--- src/rtl/poe_evt_pkg.sv ---
package poe_evt_pkg;
    localparam logic [7:0] ADR_SUMMARY  = 8'h00;
    localparam logic [7:0] ADR_MASK     = 8'h01;
    localparam logic [7:0] ADR_EVT_BASE = 8'h02;
    localparam logic [7:0] ADR_ENABLE   = 8'h17;
    localparam logic [7:0] ADR_COMMAND  = 8'h1A;

    localparam int CMD_CLEAR_ALL_BIT = 7;
    localparam int CMD_RELEASE_BIT   = 6;
    localparam int ENABLE_BIT        = 7;

    // event byte slots, address order
    localparam int SLOT_POWER  = 0;
    localparam int SLOT_DETECT = 1;
    localparam int SLOT_FAULT  = 2;
    localparam int SLOT_START  = 3;
    localparam int SLOT_SUPPLY = 4;
    localparam int NUM_SLOTS   = 5;

    typedef enum logic [1:0] {
        PIN_IDLE   = 2'd0,
        PIN_ACTIVE = 2'd1,
        PIN_MUTED  = 2'd2
    } pin_state_e;

    function automatic logic [7:0] slot_addr(input int slot);
        return ADR_EVT_BASE + 8'(2 * slot);
    endfunction
endpackage

--- src/rtl/poe_evt_latch.sv ---
module poe_evt_latch #(
    parameter int              W       = 8,
    parameter logic [W-1:0]    RST_VAL = '0
) (
    input  logic         clk,
    input  logic         rst_n,
    input  logic [W-1:0] set_i,
    input  logic         clr_i,
    output logic [W-1:0] q_o,
    output logic         fresh_o
);
    // a set in the clearing cycle survives the clear
    always_ff @(posedge clk or negedge rst_n) begin
        if (!rst_n)     q_o <= RST_VAL;
        else if (clr_i) q_o <= set_i;
        else            q_o <= q_o | set_i;
    end

    assign fresh_o = |(set_i & ~q_o);
endmodule

--- src/rtl/poe_irq_pin_fsm.sv ---
module poe_irq_pin_fsm
    import poe_evt_pkg::*;
(
    input  logic clk,
    input  logic rst_n,
    input  logic pending_i,
    input  logic release_i,
    input  logic fresh_i,
    output logic irq_n_o
);
    pin_state_e state_q, state_d;

    always_comb begin
        state_d = state_q;
        unique case (state_q)
            PIN_IDLE: begin
                if (release_i)      state_d = PIN_MUTED;
                else if (pending_i) state_d = PIN_ACTIVE;
            end
            PIN_ACTIVE: begin
                if (release_i)       state_d = PIN_MUTED;
                else if (!pending_i) state_d = PIN_IDLE;
            end
            PIN_MUTED: begin
                if (!release_i && fresh_i) state_d = PIN_IDLE;
            end
            default: state_d = PIN_IDLE;
        endcase
    end

    always_ff @(posedge clk or negedge rst_n) begin
        if (!rst_n) state_q <= PIN_IDLE;
        else        state_q <= state_d;
    end

    always_comb begin
        irq_n_o = (state_q != PIN_ACTIVE);
    end
endmodule

--- src/rtl/poe_evt_irq_bank.sv ---
module poe_evt_irq_bank
    import poe_evt_pkg::*;
#(
    parameter int NPORT = 4,
    parameter int NSUP  = 4
) (
    input  logic             clk,
    input  logic             rst_n,
    input  logic [7:0]       addr,
    input  logic             rd_en,
    input  logic             wr_en,
    input  logic [7:0]       wr_data,
    output logic [7:0]       rd_data,
    input  logic [NPORT-1:0] pwr_good_evt,
    input  logic [NPORT-1:0] pwr_en_evt,
    input  logic [NPORT-1:0] class_evt,
    input  logic [NPORT-1:0] det_evt,
    input  logic [NPORT-1:0] disc_evt,
    input  logic [NPORT-1:0] icut_evt,
    input  logic [NPORT-1:0] ilim_evt,
    input  logic [NPORT-1:0] start_evt,
    input  logic [NSUP-1:0]  supply_evt,
    output logic             irq_n
);
    localparam int DW = 2 * NPORT;
    localparam logic [NSUP-1:0] SUP_FLAGS_RST = NSUP'(4'b0111);
    localparam logic [DW-1:0]   SUP_BYTE_RST  = {SUP_FLAGS_RST, {(DW-NSUP){1'b0}}};
    localparam logic [DW-1:0]   SUMMARY_RST   = DW'(8'h80);

    logic [DW-1:0]           evt_set  [NUM_SLOTS];
    logic [DW-1:0]           evt_q    [NUM_SLOTS];
    logic [NUM_SLOTS-1:0]    fresh_vec;
    logic [NUM_SLOTS*DW-1:0] evt_flat;
    logic [DW-1:0]           mask_q;
    logic                    int_en_q;
    logic [DW-1:0]           summary;
    logic                    cmd_wr, clear_all, release_pin, pending;

    assign evt_set[SLOT_POWER]  = {pwr_good_evt, pwr_en_evt};
    assign evt_set[SLOT_DETECT] = {class_evt, det_evt};
    assign evt_set[SLOT_FAULT]  = {disc_evt, icut_evt};
    assign evt_set[SLOT_START]  = {ilim_evt, start_evt};
    assign evt_set[SLOT_SUPPLY] = {supply_evt, {(DW-NSUP){1'b0}}};

    assign cmd_wr      = wr_en && (addr == ADR_COMMAND);
    assign clear_all   = cmd_wr && wr_data[CMD_CLEAR_ALL_BIT];
    assign release_pin = cmd_wr && wr_data[CMD_RELEASE_BIT];

    for (genvar g = 0; g < NUM_SLOTS; g++) begin : g_slot
        logic rd_clear;
        assign rd_clear = rd_en && (addr == slot_addr(g) + 8'd1);
        poe_evt_latch #(
            .W       (DW),
            .RST_VAL ((g == SLOT_SUPPLY) ? SUP_BYTE_RST : '0)
        ) u_latch (
            .clk     (clk),
            .rst_n   (rst_n),
            .set_i   (evt_set[g]),
            .clr_i   (clear_all | rd_clear),
            .q_o     (evt_q[g]),
            .fresh_o (fresh_vec[g])
        );
        assign evt_flat[g*DW +: DW] = evt_q[g];
    end

    // summary: one bit per nonzero source nibble; current-limit excluded
    assign summary = {
        |evt_q[SLOT_SUPPLY],
        |evt_q[SLOT_START][NPORT-1:0],
        |evt_q[SLOT_FAULT][NPORT-1:0],
        |evt_q[SLOT_DETECT][DW-1:NPORT],
        |evt_q[SLOT_DETECT][NPORT-1:0],
        |evt_q[SLOT_FAULT][DW-1:NPORT],
        |evt_q[SLOT_POWER][DW-1:NPORT],
        |evt_q[SLOT_POWER][NPORT-1:0]
    };

    assign pending = int_en_q && |(summary & mask_q);

    always_ff @(posedge clk or negedge rst_n) begin
        if (!rst_n) begin
            mask_q   <= SUMMARY_RST;
            int_en_q <= 1'b1;
        end else if (wr_en) begin
            if (addr == ADR_MASK)   mask_q   <= wr_data;
            if (addr == ADR_ENABLE) int_en_q <= wr_data[ENABLE_BIT];
        end
    end

    always_comb begin
        rd_data = '0;
        if (addr == ADR_SUMMARY)     rd_data = summary;
        else if (addr == ADR_MASK)   rd_data = mask_q;
        else if (addr == ADR_ENABLE) rd_data = {int_en_q, 7'b0};
        for (int i = 0; i < NUM_SLOTS; i++) begin
            if ({addr[7:1], 1'b0} == slot_addr(i)) rd_data = evt_q[i];
        end
    end

    poe_irq_pin_fsm u_pin (
        .clk       (clk),
        .rst_n     (rst_n),
        .pending_i (pending),
        .release_i (release_pin),
        .fresh_i   (|fresh_vec),
        .irq_n_o   (irq_n)
    );
endmodule

--- config.mk ---
export PLATFORM = sky130hd
export DESIGN_NAME = poe_evt_irq_bank
export DESIGN_NICKNAME = d
export VERILOG_FILES = /design/src/rtl/poe_evt_pkg.sv /design/src/rtl/poe_evt_latch.sv /design/src/rtl/poe_irq_pin_fsm.sv /design/src/rtl/poe_evt_irq_bank.sv
export SDC_FILE = /design/constraint.sdc
export NUM_CORES = 1
export LEC_CHECK = 0
export BUFFER_PORTS_ARGS = -buffer_cell sky130_fd_sc_hd__clkbuf_2
export CAP_MARGIN = 15
export CORE_MARGIN = 10
export CORE_UTILIZATION = 55
export DETAILED_ROUTE_END_ITERATION = 16
export HOLD_SLACK_MARGIN = 0.15
export PLACE_DENSITY = 0.88
export SETUP_SLACK_MARGIN = 0.15
export SYNTH_ARGS = -nofsm -noshare
export SYNTH_HDL_FRONTEND = slang
export SYNTH_SLANG_ARGS = --single-unit
--- constraint.sdc ---
create_clock -name clk -period 4.3 [get_ports clk]
set_input_delay 0.215 -clock clk [delete_from_list [all_inputs] [get_ports clk]]
set_output_delay 0.215 -clock clk [all_outputs]
set_load 0.05 [all_outputs]
==> run metrics <==
Global Route Usage Sum=between 20% and 30%; setup violators final=0; Initial Utilization=56.1%; Yosys reg bits=47; Placement Cell Area=a little under 0.003 mm^2; max-cap violations=0; fraction of registers with async set/reset=100%; Clock Latency Late Sink=around 0.30 ns; pin count of the biggest net entering global routing=48; most numerous cell in the Yosys netlist=dfrtp_1; drt drc=0; Root Driver=clkbuf_8; Comb pwr share=between 10% and 20%; Syn Inst Count=267; Place WS=1.84 ns; CTS H-tree lvls=2; clk slew on worst S/H paths=roughly 0.08 ns; slew of the pin with the lowest slew margin=0.721 ns; fin. max-slew vios=0; final WL=around 8300 um; std cell rows=25; Clk pwr share=33.3%; DIE AREA=0.00795 mm^2; top post-synthesis cells by count=dfrtp_1, inv_1, a21o_1; skew final=between 0.005 and 0.006 ns; Sw Share=25.9%; worst path cell trace=clkbuf_2 > or3_1 > or3_1 > o21ai_0 > a21oi_1 > a21oi_1 > clkbuf_2; largest area contributor in the netlist=dfrtp_1; final hold violations=0; Mapped Area=around 0.0026 mm^2; post-route design area=0.00352 mm^2; drt first pass iters=6; Congestion Overflow GR=0; initial antenna violation count=1; sequential share of power=50.9%; # resized after CTS=0; P_leak=approximately 1.5 nW; worst-path fanout max=9; chip width=roughly 89 um; RSZ-0062 raised after global routing=no; outcome=completed; Crit Path Category=in -> out; via count=2644; detailed placement HPWL=around 6000 um; Wirelength per Cell=19.3 um; Synth Warn #=0; arrival time worst endpoint=2.28 ns; PD cells=~250 mW/mm^2; vias per inst=roughly 6.1; die height=89.2 um; Reg area=0.00118 mm^2; dpl cells=379; vias in the first global route=2663; min cycle time layout=between 2 and 2.5 ns; area of the core=0.00469 mm^2; share of Yosys cell area claimed by the top area cell type=40.0%; Seq/Total Area, Yosys=45.0%; Detailed Route Iter0 Violations=358; CTS tree=done; fillcell total=305; CTS Sinks=47; Max rail drop VDD=0.181 mV; Pint=between 0.6 and 0.7 mW; Final Non-Filler Cells=431; CP peak stage delay=0.57 ns; Post-synth EDFFs=0; syn_area_per_cell=9.85 um^2; Final ANT Viol Nets=0; first-pass GRT wire length=13500 um; fraction of layout instances using a drive strength above 1=25.3%; post-route setup slack=1.80 ns; fmax=~0.40 GHz; Placer Congestion=around 0.98; Yosys cell types=42; TritonCTS Buffers=5; startpoint types=input pin; Synth Flop Type=dfrtp_1; Worst setup EP type=output port; R2R setup slack=2.41 ns; CP max stage cell=or3_1; worst hold path type=in -> reg; number of port buffers=64; area of the multi-input gates=0.00125 mm^2; io pins=65; syn nets=323; P_sw=between 0.2 and 0.25 mW; Synth area leaders=dfrtp_1, a21o_1, inv_1, dfstp_2, o22ai_1; period utilisation layout=58.0%; Core Util, Final=75.0%; fin nets=431; relative slew slack=between 50 and 60%; area grow syn2layout=33.7%; CP required=~4.1 ns; Clock Path Buffers=2; setup TNS=0 ns
flip-flops by register name, summed over array words and instances (netlist names):
signal              cells
g_slot.u_latch.q_o     36
u_pin.state_q           2
mask_q                  8
int_en_q                1
routing by layer:
layer  routed length (um)  global-route usage [%]  share of wire, %
met3                  905                    6.29                11
met2                 3930                    35.3                47
met5                    0                       0                 0
met1                 3160                    26.7                38
met4                  317                    10.7               3.8
worst paths after layout:
| check | from | endpoint | cells after the start |
|---|---|---|---|
| worst max-delay path | addr[5] | rd_data[5] | 7 |
| worst min-delay path | wr_data[7] | mask_q[7] | 2 |
| worst max register to register | g_slot[1].u_latch.q_o[0] | u_pin.state_q[0] | 5 |
| worst min register to register | g_slot[3].u_latch.q_o[7] | g_slot[3].u_latch.q_o[7] | 1 |
| max in group asynchronous | rst_n | g_slot[1].u_latch.q_o[4] | 3 |
| min in group asynchronous | rst_n | u_pin.state_q[0] | 3 |
critical path: cells and delay by family:
| family | cells | cell delay (ns) |
|---|---|---|
| AOI/OAI and AO/OA | 3 | 0.53 |
| buffers and inverters | 2 | 0.40 |
| and+or+nand+nor | 2 | 1.13 |
layout by cell type (no fill, tap or decap), drive strengths merged, types with 12 or more instances in the layout:
cell type	count
o21ai	16
dfrtp	42
dlygate4sd3	43
o22ai	18
a21oi	12
nand2	12
a21o	36
clkbuf	72
nor4	13
inv	41
power by group through the flow:
stage / clock network, mW / registers [mW] / logic [mW]
detailed placement: 0 / 0.462 / 0.108
CTS: 0.292 / 0.454 / 0.139
floorplan: 0 / 0.460 / 0.0553
finish: 0.297 / 0.454 / 0.141
global route: 0.316 / 0.455 / 0.153
global placement: 0 / 0.462 / 0.105
cell type report:
cell class	count	area share, %
clock buffers	8	2.85
flip-flops and latches	47	33.6
repair buffers	108	21.6
diodes	1	0.0711
inverters	41	4.38
well taps	54	1.92
multi-input cells	172	35.6
per-stage QoR:
step	hold WS, ns	total power [mW]
floorplan	-0.0806	0.516
global placement	0.339	0.567
detailed placement	0.345	0.570
CTS	0.151	0.885
global route	0.156	0.924
finish	0.161	0.892
cell families after synthesis:
family | Yosys count | share of synthesized area, %
buffers and inverters | 48 | 7.42
and+or+nand+nor | 54 | 14.0
muxes | 16 | 6.52
DFF | 47 | 45.0
AOI/OAI and AO/OA | 102 | 27.1
repair_timing:
| item | in CTS | in global routing |
|---|---|---|
| hold buffers | 43 | 0 |
| setup endpoints to repair | 0 | 0 |
| hold endpoints to repair | 84 | 0 |
| setup buffers | 0 | 0 |
(Power assumes the default switching activity.)
